### config.mk
export PLATFORM = sky130hd
export DESIGN_NAME = tw_shift_unit
export DESIGN_NICKNAME = d
export VERILOG_FILES = /design/src/rtl/tws_pkg.sv /design/src/rtl/tws_edge_src.sv /design/src/rtl/tws_shifter.sv /design/src/rtl/tws_edge_counter.sv /design/src/rtl/tw_shift_unit.sv
export SDC_FILE = /design/constraint.sdc
export NUM_CORES = 1
export LEC_CHECK = 0
export ABC_AREA = 1
export BUFFER_PORTS_ARGS = -buffer_cell sky130_fd_sc_hd__buf_2
export CAP_MARGIN = 10
export CORE_ASPECT_RATIO = 0.9
export CORE_MARGIN = 5
export CORE_UTILIZATION = 47
export CTS_BUF_LIST = sky130_fd_sc_hd__clkbuf_4
export DETAILED_ROUTE_END_ITERATION = 7
export PLACE_DENSITY = 0.75
export SKIP_LAST_GASP = 1
export SYNTH_ARGS = -nofsm -noshare
export SYNTH_HDL_FRONTEND = slang
export SYNTH_SLANG_ARGS = --single-unit
### constraint.sdc
create_clock -name clk -period 1.7 [get_ports clk]
set_input_delay 0.17 -clock clk [delete_from_list [all_inputs] [get_ports clk]]
set_output_delay 0.17 -clock clk [all_outputs]
set_load 0.02 [all_outputs]
### src/rtl/tws_pkg.sv
// Package: shared encodings for the three-wire shift unit.
// Assumes: clk_sel values 2 and 3 both mean the external clock pin.
package tws_pkg;
    typedef enum logic [1:0] {
        SRC_TOGGLE = 2'b00,
        SRC_STROBE = 2'b01,
        SRC_EXT_A  = 2'b10,
        SRC_EXT_B  = 2'b11
    } clk_src_e;
endpackage

### src/rtl/tws_edge_src.sv
// Edge source: makes the master clock from the toggle strobe, synchronizes the
// external clock pin, and turns the selected clock into counted, sampling and
// changing edge pulses.
// Assumes: SYNC_STAGES >= 2, and the external pin holds each level for more
// than SYNC_STAGES + 1 system cycles.
module tws_edge_src
    import tws_pkg::*;
#(
    parameter int SYNC_STAGES = 2
) (
    input  logic       clk,
    input  logic       rst_n,
    input  logic [1:0] clk_sel,
    input  logic       edge_mode,
    input  logic       tgl_stb,
    input  logic       sck_pin_in,
    output logic       sck_out,
    output logic       cnt_edge,
    output logic       sample_edge,
    output logic       change_edge
);
    logic                   sck_q;
    logic [SYNC_STAGES-1:0] sync_q;
    logic                   prev_q;
    logic                   ext_sel, stb_sel;
    logic                   rise, fall;

    // Master clock level: invert on every toggle strobe.
    always_ff @(posedge clk) begin
        if (!rst_n)       sck_q <= 1'b0;
        else if (tgl_stb) sck_q <= ~sck_q;
    end

    // Synchronizer chain for the external clock pin.
    genvar g;
    generate
        for (g = 0; g < SYNC_STAGES; g++) begin : g_sync
            if (g == 0) begin : g_first
                always_ff @(posedge clk) begin
                    if (!rst_n) sync_q[0] <= 1'b0;
                    else        sync_q[0] <= sck_pin_in;
                end
            end else begin : g_next
                always_ff @(posedge clk) begin
                    if (!rst_n) sync_q[g] <= 1'b0;
                    else        sync_q[g] <= sync_q[g-1];
                end
            end
        end
    endgenerate

    // Previous synchronized level, for edge detection.
    always_ff @(posedge clk) begin
        if (!rst_n) prev_q <= 1'b0;
        else        prev_q <= sync_q[SYNC_STAGES-1];
    end

    // Pick the edge source and classify each edge.
    always_comb begin
        ext_sel = clk_sel[1];
        stb_sel = (clk_src_e'(clk_sel) == SRC_STROBE);
        if (ext_sel) begin
            rise = sync_q[SYNC_STAGES-1] & ~prev_q;
            fall = ~sync_q[SYNC_STAGES-1] & prev_q;
        end else begin
            rise = tgl_stb & ~sck_q;
            fall = tgl_stb & sck_q;
        end
        cnt_edge    = rise | fall;
        sample_edge = ~stb_sel & (edge_mode ? fall : rise);
        change_edge = ~stb_sel & (edge_mode ? rise : fall);
    end

    assign sck_out = sck_q;
endmodule

### src/rtl/tws_shifter.sv
// Shifter: the data register, shifting MSB first, plus the output latch that
// drives the data-out pin.
// Assumes: DATA_W >= 2; a register write wins over a strobe shift, and a strobe
// shift wins over edge actions.
module tws_shifter #(
    parameter int DATA_W = 8
) (
    input  logic              clk,
    input  logic              rst_n,
    input  logic              dr_wr,
    input  logic [DATA_W-1:0] dr_wdata,
    input  logic              stb_shift,
    input  logic              sample_edge,
    input  logic              change_edge,
    input  logic              sdi,
    output logic [DATA_W-1:0] dr,
    output logic              sdo
);
    localparam int MSB = DATA_W - 1;

    logic [DATA_W-1:0] dr_q;
    logic              sdo_q;

    // Data register: load, or shift the input bit into bit 0.
    always_ff @(posedge clk) begin
        if (!rst_n)                       dr_q <= '0;
        else if (dr_wr)                   dr_q <= dr_wdata;
        else if (stb_shift | sample_edge) dr_q <= {dr_q[MSB-1:0], sdi};
    end

    // Output latch: follows the register MSB on change edges and strobes.
    always_ff @(posedge clk) begin
        if (!rst_n)           sdo_q <= 1'b0;
        else if (dr_wr)       sdo_q <= dr_wdata[MSB];
        else if (stb_shift)   sdo_q <= dr_q[MSB-1];
        else if (change_edge) sdo_q <= dr_q[MSB];
    end

    assign dr  = dr_q;
    assign sdo = sdo_q;
endmodule

### src/rtl/tws_edge_counter.sv
// Edge counter: counts clock edges and sets a sticky flag on wrap.
// Assumes: 2**CNT_W edges make one transfer; a load wins over counting, and
// setting the flag wins over clearing it.
module tws_edge_counter #(
    parameter int CNT_W = 4
) (
    input  logic             clk,
    input  logic             rst_n,
    input  logic             cnt_wr,
    input  logic [CNT_W-1:0] cnt_wdata,
    input  logic             edge_in,
    input  logic             ovf_clr,
    output logic [CNT_W-1:0] cnt,
    output logic             ovf
);
    logic [CNT_W-1:0] cnt_q;
    logic             ovf_q;
    logic             wrap;

    // A counted edge at the top value wraps the counter.
    assign wrap = ~cnt_wr & edge_in & (&cnt_q);

    // Counter: load or increment.
    always_ff @(posedge clk) begin
        if (!rst_n)       cnt_q <= '0;
        else if (cnt_wr)  cnt_q <= cnt_wdata;
        else if (edge_in) cnt_q <= cnt_q + 1'b1;
    end

    // Sticky flag: set on wrap, cleared by a write of one.
    always_ff @(posedge clk) begin
        if (!rst_n)       ovf_q <= 1'b0;
        else if (wrap)    ovf_q <= 1'b1;
        else if (ovf_clr) ovf_q <= 1'b0;
    end

    assign cnt = cnt_q;
    assign ovf = ovf_q;
endmodule

### src/rtl/tw_shift_unit.sv
// Top: three-wire serial shift unit. Connects the edge source, the shifter and
// the edge counter.
// Assumes: 2*DATA_W is a power of two, so the counter wraps once per byte.
module tw_shift_unit
    import tws_pkg::*;
#(
    parameter int DATA_W      = 8,
    parameter int SYNC_STAGES = 2,
    localparam int CNT_W      = $clog2(2 * DATA_W)
) (
    input  logic              clk,
    input  logic              rst_n,
    input  logic              dr_wr,
    input  logic [DATA_W-1:0] dr_wdata,
    input  logic              cnt_wr,
    input  logic [CNT_W-1:0]  cnt_wdata,
    input  logic              ovf_clr,
    input  logic [1:0]        clk_sel,
    input  logic              edge_mode,
    input  logic              tgl_stb,
    input  logic              shf_stb,
    input  logic              sdi_pin,
    input  logic              sck_pin_in,
    output logic              sdo_pin,
    output logic              sck_out,
    output logic              ovf_flag,
    output logic [DATA_W-1:0] rx_data
);
    logic             cnt_edge, sample_edge, change_edge, stb_shift;
    logic [CNT_W-1:0] cnt_q;

    // Direct shift strobe acts only when the strobe source is selected.
    assign stb_shift = shf_stb & (clk_src_e'(clk_sel) == SRC_STROBE);

    tws_edge_src #(.SYNC_STAGES(SYNC_STAGES)) u_src (
        .clk(clk), .rst_n(rst_n), .clk_sel(clk_sel), .edge_mode(edge_mode),
        .tgl_stb(tgl_stb), .sck_pin_in(sck_pin_in), .sck_out(sck_out),
        .cnt_edge(cnt_edge), .sample_edge(sample_edge), .change_edge(change_edge)
    );

    tws_shifter #(.DATA_W(DATA_W)) u_shf (
        .clk(clk), .rst_n(rst_n), .dr_wr(dr_wr), .dr_wdata(dr_wdata),
        .stb_shift(stb_shift), .sample_edge(sample_edge),
        .change_edge(change_edge), .sdi(sdi_pin), .dr(rx_data), .sdo(sdo_pin)
    );

    tws_edge_counter #(.CNT_W(CNT_W)) u_cnt (
        .clk(clk), .rst_n(rst_n), .cnt_wr(cnt_wr), .cnt_wdata(cnt_wdata),
        .edge_in(cnt_edge), .ovf_clr(ovf_clr), .cnt(cnt_q), .ovf(ovf_flag)
    );
endmodule

==> Word-level counts from Yosys, hierarchy flattened <==
Index checks and enable logic that the tools add are counted.
Widths: inputs -> output; s select.
{ "totals": {"out_inout_bits": 11, "ram_bits": 0, "input_bits": 24, "rom_bits": 0, "memories": 0, "latch_bits": 0, "regBits": 18} }
{ "op_classes": {"n_lt_le_gt_ge": 0, "mul": 0, "eq_ne": 1, "add_sub_neg": 1, "n_mux": 13, "n_bitwise": 16, "div": 0, "n_reduce_logical": 5, "shifts": 0} }
{ "op_table": {"columns": ["op", "n"], "rows": [
  ["$mux 8", 2],
  ["$and 1x1->1", 9],
  ["$mux 1", 9],
  ["$mux 4", 2],
  ["$reduce_bool 2->1", 3],
  ["$not 1->1", 5],
  ["$add 4x1->4 const B", 1],
  ["$reduce_and 4->1", 1],
  ["$reduce_bool 3->1", 1],
  ["$eq 2x1->1 const B", 1],
  ["$or 1x1->1", 2]
]} }

==> Longest topological paths before layout <==
{ "logic_depth": {"word_depth": 8, "ltp_mapped": 8, "mapped_depth_nobuf": 8} }

==> Modules after synthesis <==
Synthesis repeated with hierarchy kept, for this count alone.
{ "unflattened": {"cells_unflattened": 159, "area_unflattened_um2": 1006.0} }
{ "by_module_without_submodules": {"columns": ["mod", "cells_each", "area_per_inst_um2", "n_inst"], "rows": [
  ["tws_shifter", 84, 521.8, 1],
  ["tws_edge_counter", 40, 272.8, 1],
  ["tws_edge_src", 33, 201.4, 1],
  ["tw_shift_unit", 2, 10.0, 1]
]} }

==> Worst setup path before layout <==
OpenSTA, ideal clock, no wires.
{ "synth_path": {"path_type": "reg-to-reg", "startpoint": "reg u_src.sck_q, in the netlist u_src.sck_out", "endpoint": "reg u_cnt.cnt_q[0], in the netlist u_cnt.cnt[0]", "path_slack_ns": 0.458, "path_stages_with_launch": 8, "setup_ns": 0.116, "period_less_slack_ns": 1.242, "arrival_time_ns": 1.126, "path_buffers": 0, "path_cell_list": "dfxtp_1 inv_1 nand3_2 nand2_1 nor2_4 nand2_2 o21ai_0 nor2_1"} }
{ "synth_between": {"elab_chain_len": 5, "elab_cells_between_ends": 7, "cone_classes": "mux (2); bitwise (4); reduce/logical (1)"} }
{ "synth_rtl": {"columns": ["element", "line_no", "source"], "rows": [
  ["start: declaration", "tws_edge_src.sv:22", "logic sck_q;"],
  ["start signal: assignment", "tws_edge_src.sv:31", "else if (tgl_stb) sck_q <= ~sck_q;"],
  ["$not 1->1", "tws_edge_src.sv:66", "rise = tgl_stb & ~sck_q;"],
  ["$and 1x1->1", "tws_edge_src.sv:66", null],
  ["$mux 1", "tws_edge_src.sv:62", "if (ext_sel) begin"],
  ["$or 1x1->1 (*)", "tws_edge_src.sv:69", "cnt_edge = rise | fall;"],
  ["$reduce_bool 2->1 (no source line) (*)", null, null],
  ["end signal: assignment", "tws_edge_counter.sv:26", "else if (cnt_wr) cnt_q <= cnt_wdata;"],
  ["end signal: assignment", "tws_edge_counter.sv:27", "else if (edge_in) cnt_q <= cnt_q + 1'b1;"],
  ["end: declaration", "tws_edge_counter.sv:16", "logic [CNT_W-1:0] cnt_q;"]
]} }
Mark *: on every way between the ends. The rest lies on a longest branch, timed or not.
A chain may end at the register's enable or synchronous reset.

==> Worst setup path after layout <==
Same ends and word-level chain as after synthesis.

==> results.json <==
{
  "power_density_nw_per_um2": 767,
  "power_frac_clock_pct": 22.5,
  "wl_per_cell_um": 9.96,
  "status": "completed",
  "routabilityCongestion": 0.797,
  "cp.required_ps": 1880,
  "p_comb_share_pct": 26.5,
  "pre_cts_ws_ps": 480,
  "clk_latency_ps": 280,
  "met1_usage_pct": 19.1,
  "vdd.ir_drop.worst_uv": 498,
  "rsz0062_at_grt": "no",
  "slew_headroom_pct": 82.0,
  "post-route-min-period_ps": 1230,
  "vias": 1069,
  "grt_pass1_wl_mm": 3.74,
  "cts_tree": "yes",
  "synthCells": 158,
  "critPathMaxFanout": 5,
  "rows": 16,
  "hold-worst-slack_ps": 64.5,
  "fmaxAchievable_mhz": 815,
  "synth.net_count": 183,
  "power_switching_mw": 0.303,
  "synthesis.area_um2": 1030,
  "power_mw": 0.940,
  "use_met2_pct": 25.3,
  "nNetsFinal": 218,
  "antenna_cells": 0,
  "grt_util_all_layers_pct": 14.9,
  "first_pass_iters": 4,
  "cts_buffer_depth": 2,
  "intPower_mw": 0.637,
  "tritoncts.num_buffers": 3,
  "cts_setup_buffers": 0,
  "synth_area_leader_cell": "dfxtp_1",
  "yosysTopAreaCellShare_pct": 34.8,
  "ys_top_cells_by_area": "dfxtp_1 35%, nand2_1 16%, nand3_1 8.7%, inv_1 7.3%, a21oi_1 5.8%",
  "clock_skew_ps": 7.42,
  "clkTransAtPathRegs_ps": 100,
  "dieArea_um2": 3240,
  "hold_viol": 0,
  "fin_cells": 219,
  "avgViaCountPerCell": 4.88,
  "cts-root-buf": "clkbuf_4",
  "worst_pin_slew_ps": 270,
  "met3_usage_pct": 2.83,
  "ys_types": 21,
  "htreeDepth": 1,
  "cts_sinks": 18,
  "start_kind": "register",
  "grt_busiest_layer": "met2",
  "ys_ff_latch": 18,
  "seq_area_frac_synth_pct": 34.8,
  "final.period_utilization_pct": 72.2,
  "fin_ws_ps": 473,
  "switching_share_pct": 32.2,
  "drtIter0Drc": 32,
  "cts_resized": 0,
  "grt_overflow": 0,
  "setup_viol_count_final": 0,
  "grt_pass1_vias": 968,
  "synth_warnings": 0,
  "pwr-share-seq_pct": 51.0,
  "syn_area_per_cell_um2": 6.55,
  "drt-total-wl_mm": 2.18,
  "fp.dieH_um": 54.5,
  "critPathKind": "reg -> reg",
  "max-cap-violations": 0,
  "ios": 35,
  "drc": 0,
  "tns_ps": 0,
  "worstHoldPathType": "in -> reg",
  "cp_data_arrival_time_ps": 1410,
  "portBuffers": 34,
  "final_max_slew_viol_count": 0,
  "initial_utilization_pct": 48.3,
  "cellLeakagePower_nw": 0.663,
  "antenna_found_initial": 0,
  "ctsHoldBuffers": 0,
  "core-area_um2": 2140,
  "synthToLayoutAreaGrowth_pct": 18.4,
  "die-width_um": 59.5,
  "dp_cells": 215,
  "grt_max_degree": 19,
  "antenna_left": 0,
  "drive_above_1_share_pct": 24.0,
  "end_kind": "register",
  "hpwl_mm": 1.69
}
==> cell families after synthesis <==
kind of cell	after synthesis	synth area share [%]
adders and majority gates	1	1.21
DFF	18	34.8
buffers and inverters	27	12.2
xor gates and xnor gates	2	1.69
AOI/OAI and AO/OA	22	10.6
and+or+nand+nor	88	39.4
==> cells in the mapped netlist <==
master	instances
nand4_1	1
nor2_4	1
clkbuf_8	1
nand2_1	45
ha_1	1
nand3_2	4
nand2_2	1
nand3_4	1
o21ai_0	9
inv_2	2
nand3_1	18
xnor2_1	2
dfxtp_1	18
clkbuf_1	1
nor2_1	16
clkinv_1	1
buf_6	2
nand3b_1	1
o21ai_1	1
a21oi_1	12
inv_1	20
==> area by class of cell <==
| class | count | area (µm²) |
|---|---|---|
| repair buffers | 34 | 170 |
| inverters | 23 | 86.3 |
| clock inverters | 1 | 3.75 |
| multi-input cells | 113 | 548 |
| fillers | 230 | 917 |
| well taps | 27 | 33.8 |
| flip-flops and latches | 18 | 360 |
| clock buffers | 3 | 22.5 |
==> state kept, by name, indices dropped and copies added, names as in the netlist <==
signal,cells
u_shf.sdo,1
u_cnt.cnt,4
u_cnt.ovf,1
u_src.sync_q,2
u_src.sck_out,1
u_shf.dr,8
u_src.prev_q,1
==> cells in the final DEF, fill, tap and decap left out <==
master / n
a21oi_1: 12
buf_2: 34
clkbuf_4: 3
clkinv_1: 2
dfxtp_1: 18
ha_1: 1
inv_1: 20
inv_2: 2
nand2_1: 45
nand2_2: 1
nand3_1: 18
nand3_2: 4
nand3_4: 1
nand3b_1: 1
nand4_1: 1
nor2_1: 16
nor2_4: 1
o21ai_0: 9
o21ai_1: 1
xnor2_1: 2
==> worst paths after layout <==
path,startpoint,end,slack [ps],cells after the start
min reg2reg,u_src.sync_q[0]$_SDFF_PN0_,u_src.sync_q[1]$_SDFF_PN0_,430,2
max,u_src.sck_out$_SDFFE_PN0P_,u_cnt.cnt[0]$_SDFFE_PN0P_,470,7
max reg2reg,u_src.sck_out$_SDFFE_PN0P_,u_cnt.cnt[0]$_SDFFE_PN0P_,470,7
min,sck_pin_in,u_src.sync_q[0]$_SDFF_PN0_,60,3
==> metal layers <==
layer / share of wire, % / up-vias
met5: 0 / -
met4: 0.46 / 0
met3: 5.5 / 2
met2: 48 / 23
met1: 46 / 476
li1: - / 568
==> worst max-delay path, stage by stage, from the launching register on <==
cell	delay [ps]
dfxtp_1	410
inv_1	70
nand3_2	80
nand2_1	90
nor2_4	150
nand2_2	100
o21ai_0	160
nor2_1	60
==> through the flow <==
stage	utilization (%)	cell area, µm²
2_1_floorplan	-	1030
3_3_place_gp	56.0	1200
3_5_place_dp	56.0	1200
4_1_cts	57.2	1220
5_1_grt	57.2	1220
6_report	57.2	1220
==> power by group through the flow <==
stage | combinational (mW) | clock [mW] | sequential [mW]
4_1_cts | 0.251 | 0.223 | 0.480
6_report | 0.249 | 0.211 | 0.480
3_3_place_gp | 0.243 | 0 | 0.487
5_1_grt | 0.285 | 0.247 | 0.485
3_5_place_dp | 0.250 | 0 | 0.489
2_1_floorplan | 0.153 | 0 | 0.514
(Power assumes the default switching activity.)
